--- src/rtl/privseg_pkg.sv ---
package privseg_pkg;

    localparam int VADDR_W   = 32;
    localparam int SEL_W     = 3;
    localparam int DIRECT_W  = VADDR_W - SEL_W;
    localparam int MODEF_W   = 2;

    typedef enum logic [1:0] {
        MODE_KERNEL = 2'd0,
        MODE_SUPER  = 2'd1,
        MODE_USER   = 2'd2
    } priv_mode_e;

    typedef enum logic [1:0] {
        SEG_USER      = 2'd0,
        SEG_KDIRECT_C = 2'd1,
        SEG_KDIRECT_U = 2'd2,
        SEG_KMAPPED   = 2'd3
    } seg_e;

    typedef enum logic [1:0] {
        ACC_LOAD  = 2'd0,
        ACC_STORE = 2'd1,
        ACC_FETCH = 2'd2,
        ACC_RSVD  = 2'd3
    } acc_e;

    typedef enum logic {
        ST_EMPTY  = 1'b0,
        ST_LOADED = 1'b1
    } hold_state_e;

    typedef struct packed {
        priv_mode_e           mode;
        seg_e                 seg;
        logic                 mapped;
        logic [VADDR_W-1:0]   paddr;
        logic                 cacheable;
        logic                 addr_err;
        logic                 err_store;
    } decode_t;

endpackage

--- src/rtl/priv_level_decode.sv ---
module priv_level_decode
    import privseg_pkg::*;
(
    input  logic [MODEF_W-1:0] mode_field,
    input  logic               err_lvl,
    input  logic               exc_lvl,
    output priv_mode_e         level
);

    always_comb begin
        if (err_lvl || exc_lvl) begin
            level = MODE_KERNEL;
        end else begin
            unique case (mode_field)
                2'b00:   level = MODE_KERNEL;
                2'b01:   level = MODE_SUPER;
                2'b10:   level = MODE_USER;
                default: level = MODE_USER;
            endcase
        end
    end

endmodule

--- src/rtl/vaddr_segment_map.sv ---
module vaddr_segment_map
    import privseg_pkg::*;
(
    input  logic [VADDR_W-1:0] vaddr,
    output seg_e               seg,
    output logic               mapped,
    output logic [VADDR_W-1:0] paddr,
    output logic               cacheable,
    output logic               super_window
);

    localparam logic [SEL_W-1:0] SUPER_SEL = 3'b110;

    logic [SEL_W-1:0] sel;
    logic             direct;

    assign sel = vaddr[VADDR_W-1 -: SEL_W];

    always_comb begin
        unique case (sel)
            3'b100:         seg = SEG_KDIRECT_C;
            3'b101:         seg = SEG_KDIRECT_U;
            3'b110, 3'b111: seg = SEG_KMAPPED;
            default:        seg = SEG_USER;
        endcase
    end

    assign direct       = (seg == SEG_KDIRECT_C) || (seg == SEG_KDIRECT_U);
    assign mapped       = !direct;
    assign cacheable    = (seg != SEG_KDIRECT_U);
    assign super_window = (sel == SUPER_SEL);
    assign paddr        = direct ? {{SEL_W{1'b0}}, vaddr[DIRECT_W-1:0]} : '0;

endmodule

--- src/rtl/access_permit.sv ---
module access_permit
    import privseg_pkg::*;
(
    input  priv_mode_e level,
    input  seg_e       seg,
    input  logic       super_window,
    input  acc_e       kind,
    output logic       addr_err,
    output logic       err_store
);

    logic allowed;

    always_comb begin
        unique case (level)
            MODE_KERNEL: allowed = 1'b1;
            MODE_SUPER:  allowed = (seg == SEG_USER) || super_window;
            MODE_USER:   allowed = (seg == SEG_USER);
            default:     allowed = 1'b0;
        endcase
    end

    assign addr_err  = !allowed;
    assign err_store = !allowed && (kind == ACC_STORE);

endmodule

--- src/rtl/privseg_decoder.sv ---
module privseg_decoder
    import privseg_pkg::*;
(
    input  logic        clk,
    input  logic        rst_n,
    input  logic        in_valid,
    input  logic [1:0]  in_mode_field,
    input  logic        in_err_lvl,
    input  logic        in_exc_lvl,
    input  logic [31:0] in_vaddr,
    input  logic [1:0]  in_kind,
    output logic        out_valid,
    output logic [1:0]  out_mode,
    output logic [1:0]  out_seg,
    output logic        out_mapped,
    output logic [31:0] out_paddr,
    output logic        out_cacheable,
    output logic        out_addr_err,
    output logic        out_err_is_store
);

    priv_mode_e   lvl_c;
    seg_e         seg_c;
    logic         mapped_c;
    logic [VADDR_W-1:0] paddr_c;
    logic         cache_c;
    logic         superwin_c;
    logic         err_c;
    logic         errst_c;
    decode_t      dec_c;
    decode_t      dec_q;
    hold_state_e  state_q;
    hold_state_e  state_d;

    priv_level_decode u_level (
        .mode_field (in_mode_field),
        .err_lvl    (in_err_lvl),
        .exc_lvl    (in_exc_lvl),
        .level      (lvl_c)
    );

    vaddr_segment_map u_segmap (
        .vaddr        (in_vaddr),
        .seg          (seg_c),
        .mapped       (mapped_c),
        .paddr        (paddr_c),
        .cacheable    (cache_c),
        .super_window (superwin_c)
    );

    access_permit u_permit (
        .level        (lvl_c),
        .seg          (seg_c),
        .super_window (superwin_c),
        .kind         (acc_e'(in_kind)),
        .addr_err     (err_c),
        .err_store    (errst_c)
    );

    always_comb begin
        dec_c.mode      = lvl_c;
        dec_c.seg       = seg_c;
        dec_c.mapped    = mapped_c;
        dec_c.paddr     = paddr_c;
        dec_c.cacheable = cache_c;
        dec_c.addr_err  = err_c;
        dec_c.err_store = errst_c;
    end

    // Next-state logic
    always_comb begin
        state_d = state_q;
        unique case (state_q)
            ST_EMPTY:  if (in_valid) state_d = ST_LOADED;
            ST_LOADED: state_d = ST_LOADED;
            default:   state_d = ST_EMPTY;
        endcase
    end

    // State register
    always_ff @(posedge clk) begin
        if (!rst_n) state_q <= ST_EMPTY;
        else        state_q <= state_d;
    end

    // Output register: captures on in_valid, holds otherwise
    always_ff @(posedge clk) begin
        if (!rst_n)        dec_q <= '0;
        else if (in_valid) dec_q <= dec_c;
    end

    assign out_valid        = (state_q == ST_LOADED);
    assign out_mode         = dec_q.mode;
    assign out_seg          = dec_q.seg;
    assign out_mapped       = dec_q.mapped;
    assign out_paddr        = dec_q.paddr;
    assign out_cacheable    = dec_q.cacheable;
    assign out_addr_err     = dec_q.addr_err;
    assign out_err_is_store = dec_q.err_store;

    // Either exception flag forces kernel level
    p_flag_forces_kernel_r1: assert property (@(posedge clk) disable iff (!rst_n)
        in_valid && (in_err_lvl || in_exc_lvl) |=> out_mode == MODE_KERNEL);

    // Direct segments never carry the top three address bits
    p_direct_low_window_r5: assert property (@(posedge clk) disable iff (!rst_n)
        out_valid && !out_mapped |-> out_paddr[31:29] == 3'b000);

    // The uncached direct segment is never cacheable
    p_uncached_seg_r6: assert property (@(posedge clk) disable iff (!rst_n)
        out_valid && out_seg == SEG_KDIRECT_U |-> !out_cacheable);

    // A user-level access above 2 GB faults
    p_user_high_faults_r7: assert property (@(posedge clk) disable iff (!rst_n)
        in_valid && !in_err_lvl && !in_exc_lvl && in_mode_field[1] && in_vaddr[31]
        |=> out_addr_err);

    // Kernel level reaches everything
    p_kernel_no_fault_r9: assert property (@(posedge clk) disable iff (!rst_n)
        in_valid && (in_err_lvl || in_exc_lvl) |=> !out_addr_err);

    // A store-type fault is always a fault
    p_store_fault_implies_err_r10: assert property (@(posedge clk) disable iff (!rst_n)
        out_err_is_store |-> out_addr_err);

    // Capture and hold behaviour
    p_valid_follows_r11: assert property (@(posedge clk) disable iff (!rst_n)
        in_valid |=> out_valid);

    p_hold_when_idle_r11: assert property (@(posedge clk) disable iff (!rst_n)
        !in_valid |=> $stable(out_paddr) && $stable(out_seg) && $stable(out_mode)
                      && $stable(out_addr_err) && $stable(out_valid));

endmodule

--- config.mk ---
export PLATFORM = sky130hd
export DESIGN_NAME = privseg_decoder
export DESIGN_NICKNAME = d
export VERILOG_FILES = /design/src/rtl/privseg_pkg.sv /design/src/rtl/priv_level_decode.sv /design/src/rtl/vaddr_segment_map.sv /design/src/rtl/access_permit.sv /design/src/rtl/privseg_decoder.sv
export SDC_FILE = /design/constraint.sdc
export NUM_CORES = 1
export LEC_CHECK = 0
export ABC_AREA = 1
export ABC_CLOCK_PERIOD_IN_PS = 1900
export BUFFER_PORTS_ARGS = -buffer_cell sky130_fd_sc_hd__buf_4
export CAP_MARGIN = 20
export CORE_UTILIZATION = 43
export CTS_CLUSTER_SIZE = 30
export DETAILED_ROUTE_END_ITERATION = 8
export PLACE_DENSITY = 0.83
export SLEW_MARGIN = 20
export SYNTH_ARGS = -nofsm -noshare
export SYNTH_HDL_FRONTEND = slang
export SYNTH_SLANG_ARGS = --single-unit
export TNS_END_PERCENT = 20
--- constraint.sdc ---
create_clock -name clk -period 1.9 [get_ports clk]
set_clock_uncertainty 0.2 [all_clocks]
set_input_delay 0.57 -clock clk [delete_from_list [all_inputs] [get_ports clk]]
set_output_delay 0.57 -clock clk [all_outputs]
set_load 0.005 [all_outputs]
==> impl_metrics.env <==
export IMPL_grt_util_met3=0.0830
export IMPL_ys_seq_elements=38
export IMPL_worstHoldStart="out_paddr[12]"
export IMPL_cp_max_fo=8
export IMPL_yosys_area_top_type="dfxtp_1"
export IMPL_status="finished clean"
export IMPL_grt_total_usage=0.198
export IMPL_dieArea_mm2=0.00355
export IMPL_nets=314
export IMPL_overflow=0
export IMPL_hpwl_mm=2.40
export IMPL_drv_cap=0
export IMPL_antenna_left=0
export IMPL_critPathSlowestCell="ha_1"
export IMPL_critPathKind="input pin to flip-flop"
export IMPL_p_leak_nw=1.02
export IMPL_cts_buffers=5
export IMPL_clockBufferDepth=2
export IMPL_met2_usage=0.342
export IMPL_cts_tree="done"
export IMPL_grt_pass1_wl_mm=5.16
export IMPL_max_freq_mhz=599
export IMPL_drc=0
export IMPL_placed_cell_area_mm2=0.00207
export IMPL_dr_pass1_iters=4
export IMPL_yosysMostFrequentCell="nand2_1"
export IMPL_cp_required_ns=1.96
export IMPL_reg2reg_slack_ns=1.06
export IMPL_ir_drop_uv=485
export IMPL_ys_flop_type="dfxtp_1"
export IMPL_pin_count=82
export IMPL_syn_inst=190
export IMPL_core_area_mm2=0.00310
export IMPL_die_w_um=59.6
export IMPL_grt_antenna_before_repair=0
export IMPL_ys_seq_area_frac=0.534
export IMPL_min_to="out_paddr[12]"
export IMPL_htree_num_levels=2
export IMPL_critPathTopFamily="buffers and inverters"
export IMPL_setup_viol=0
export IMPL_cts_sinks=38
export IMPL_power_density_mw_per_mm2=763
export IMPL_critPathMostFrequentCell="inv_1"
export IMPL_start_util=0.459
export IMPL_power_mw=1.64
export IMPL_area_growth_pct=50.7
export IMPL_grt_pass1_vias=1225
export IMPL_grt_max_degree=26
export IMPL_start_kind="input pin"
export IMPL_use_met1=0.222
export IMPL_routedWlPerCell_um=10.5
export IMPL_fin_crit_sh=0.878
export IMPL_cts_root_buffer="clkbuf_4"
export IMPL_slew_violations=0
export IMPL_vias_per_cell=4.54
export IMPL_top_usage_layer="met2"
export IMPL_cp_end_kind="flip-flop"
export IMPL_drive_above_1_share=0.338
export IMPL_post_cts_buffers=0
export IMPL_gp_congestion=0.817
export IMPL_cts_hold_buf=0
export IMPL_design_area_mm2=0.00215
export IMPL_synthArstFlopShare=0
export IMPL_die_h_um=59.6
export IMPL_r2r_end="out_mode[1]"
export IMPL_path_buf_inv=5
export IMPL_synth_distinct_cells=15
export IMPL_drt_iter0_markers=58
export IMPL_synthTopCellsByCount="68 x nand2_1, 38 x dfxtp_1, 36 x a21oi_1"
export IMPL_worstPathCellList="buf_4 -> inv_1 -> a21oi_1 -> inv_1 -> ha_1 -> nand2_1 -> inv_1 -> buf_4 -> nand2_1 -> a21oi_1"
export IMPL_worst_r2r_path_depth=2
export IMPL_hold_class="flip-flop to flip-flop"
export IMPL_synthesis_area_mm2=0.00143
export IMPL_holdPathStages=2
export IMPL_vias=1436
export IMPL_ctsResizeCount=0
export IMPL_fin_crit_ns=1.67
export IMPL_rsz0062_at_grt="no"
export IMPL_synth_edf_count=0
export IMPL_syn_avg_cell_area_um2=7.50
export IMPL_synth_top_area_share=0.534
export IMPL_yosysWarnings=0
export IMPL_max_stage_delay_ns=0.27
export IMPL_wirelength_mm=3.31
export IMPL_worstPathArrival_ns=1.73
export IMPL_hold_viol_final=0
export IMPL_antenna_cells=0
export IMPL_yosys_top_cells_area="dfxtp_1 53%, nand2_1 18%, a21oi_1 13%, inv_1 3.2%, nor2_1 2.6%"
export IMPL_clock_latency_ns=0.33
export IMPL_reg2reg_from="out_mode[1]"
export IMPL_clk_pin_slew_ns=0.11
export IMPL_n_fill_cell=290
export IMPL_port_buffers=78
export IMPL_fp_row_count=20
==> kinds of logic (layout without fill, tap and decap cells) <==
family	count (synthesis)	count (layout)	share of synthesized area
buffers and inverters	26	106	0.0799
and+or+nand+nor	80	80	0.213
adders and majority gates	2	2	0.0176
other	1	3	0.00263
AOI/OAI and AO/OA	43	43	0.153
DFF	38	38	0.534
==> final cells by class <==
type,instances,area [µm²],area share
Sequential cell,38,761,0.354
Timing Repair Buffer,85,651,0.303
Multi-Input combinational cell,128,558,0.260
Tap cell,44,55.1,0.0256
Inverter,13,48.8,0.0227
Clock buffer,7,45.0,0.0210
Clock inverter,1,30.0,0.0140
==> metal layers <==
metal / share of wire / up-vias
met3: 0.072 / 0
met5: 0 / -
met2: 0.50 / 52
met1: 0.43 / 632
li1: - / 752
met4: 0 / 0
==> per-stage QoR <==
stage          setup TNS, ns   util  worst slack (ns)  hold WS [ns]  instances
3_5_place_dp           -2.87  0.668            -0.104         0.257        308
6_report                   0  0.692             0.231         0.271        316
2_1_floorplan              0      -            0.0983         0.258        192
3_3_place_gp           -1.67  0.668           -0.0665         0.248        308
4_1_cts                    0  0.692             0.239         0.255        316
5_1_grt                    0  0.692             0.112         0.253        316
==> flip-flops by register name (all words and copies together), names as in the netlist <==
name              cells
out_seg               2
out_valid             1
out_addr_err          1
out_paddr            29
out_err_is_store      1
out_cacheable         1
out_mapped            1
out_mode              2
==> cells in the final DEF (no fill, tap or decap) <==
| master | n |
|---|---|
| nor2_1 | 10 |
| a21oi_1 | 36 |
| conb_1 | 3 |
| bufinv_16 | 1 |
| clkbuf_1 | 2 |
| buf_12 | 1 |
| o211ai_1 | 1 |
| buf_4 | 84 |
| nand3_1 | 1 |
| dfxtp_1 | 38 |
| inv_2 | 1 |
| inv_1 | 12 |
| clkbuf_4 | 5 |
| ha_1 | 2 |
| or2_0 | 1 |
| nand2_1 | 68 |
| o21ai_0 | 6 |
==> worst max-delay path by stage <==
stage / startpoint / end / slack [ns] / cells past startpoint
after floorplan: in_vaddr[30] / out_paddr[0] / 0.1 / 9
after global placement: in_vaddr[30] / out_paddr[6] / -0.07 / 10
after detailed placement: in_vaddr[30] / out_paddr[22] / -0.10 / 10
after CTS: in_vaddr[30] / out_paddr[4] / 0.24 / 10
after global routing: in_vaddr[30] / out_paddr[4] / 0.11 / 10
final: in_vaddr[30] / out_paddr[4] / 0.23 / 10
==> worst min-delay path, stage by stage, from the launching register on <==
cell and delay (ns):
dfxtp_1 0.33, nand2_1 0.06, a21oi_1 0.05
==> power breakdown <==
part | switching (mW) | leakage, nW | internal, mW | total, mW
Clock | 0.245 | 0.0395 | 0.279 | 0.524
Combinational | 0.111 | 0.669 | 0.146 | 0.257
Sequential | 0.0208 | 0.311 | 0.837 | 0.858
No activity file was read; power rests on OpenSTA's default activity.
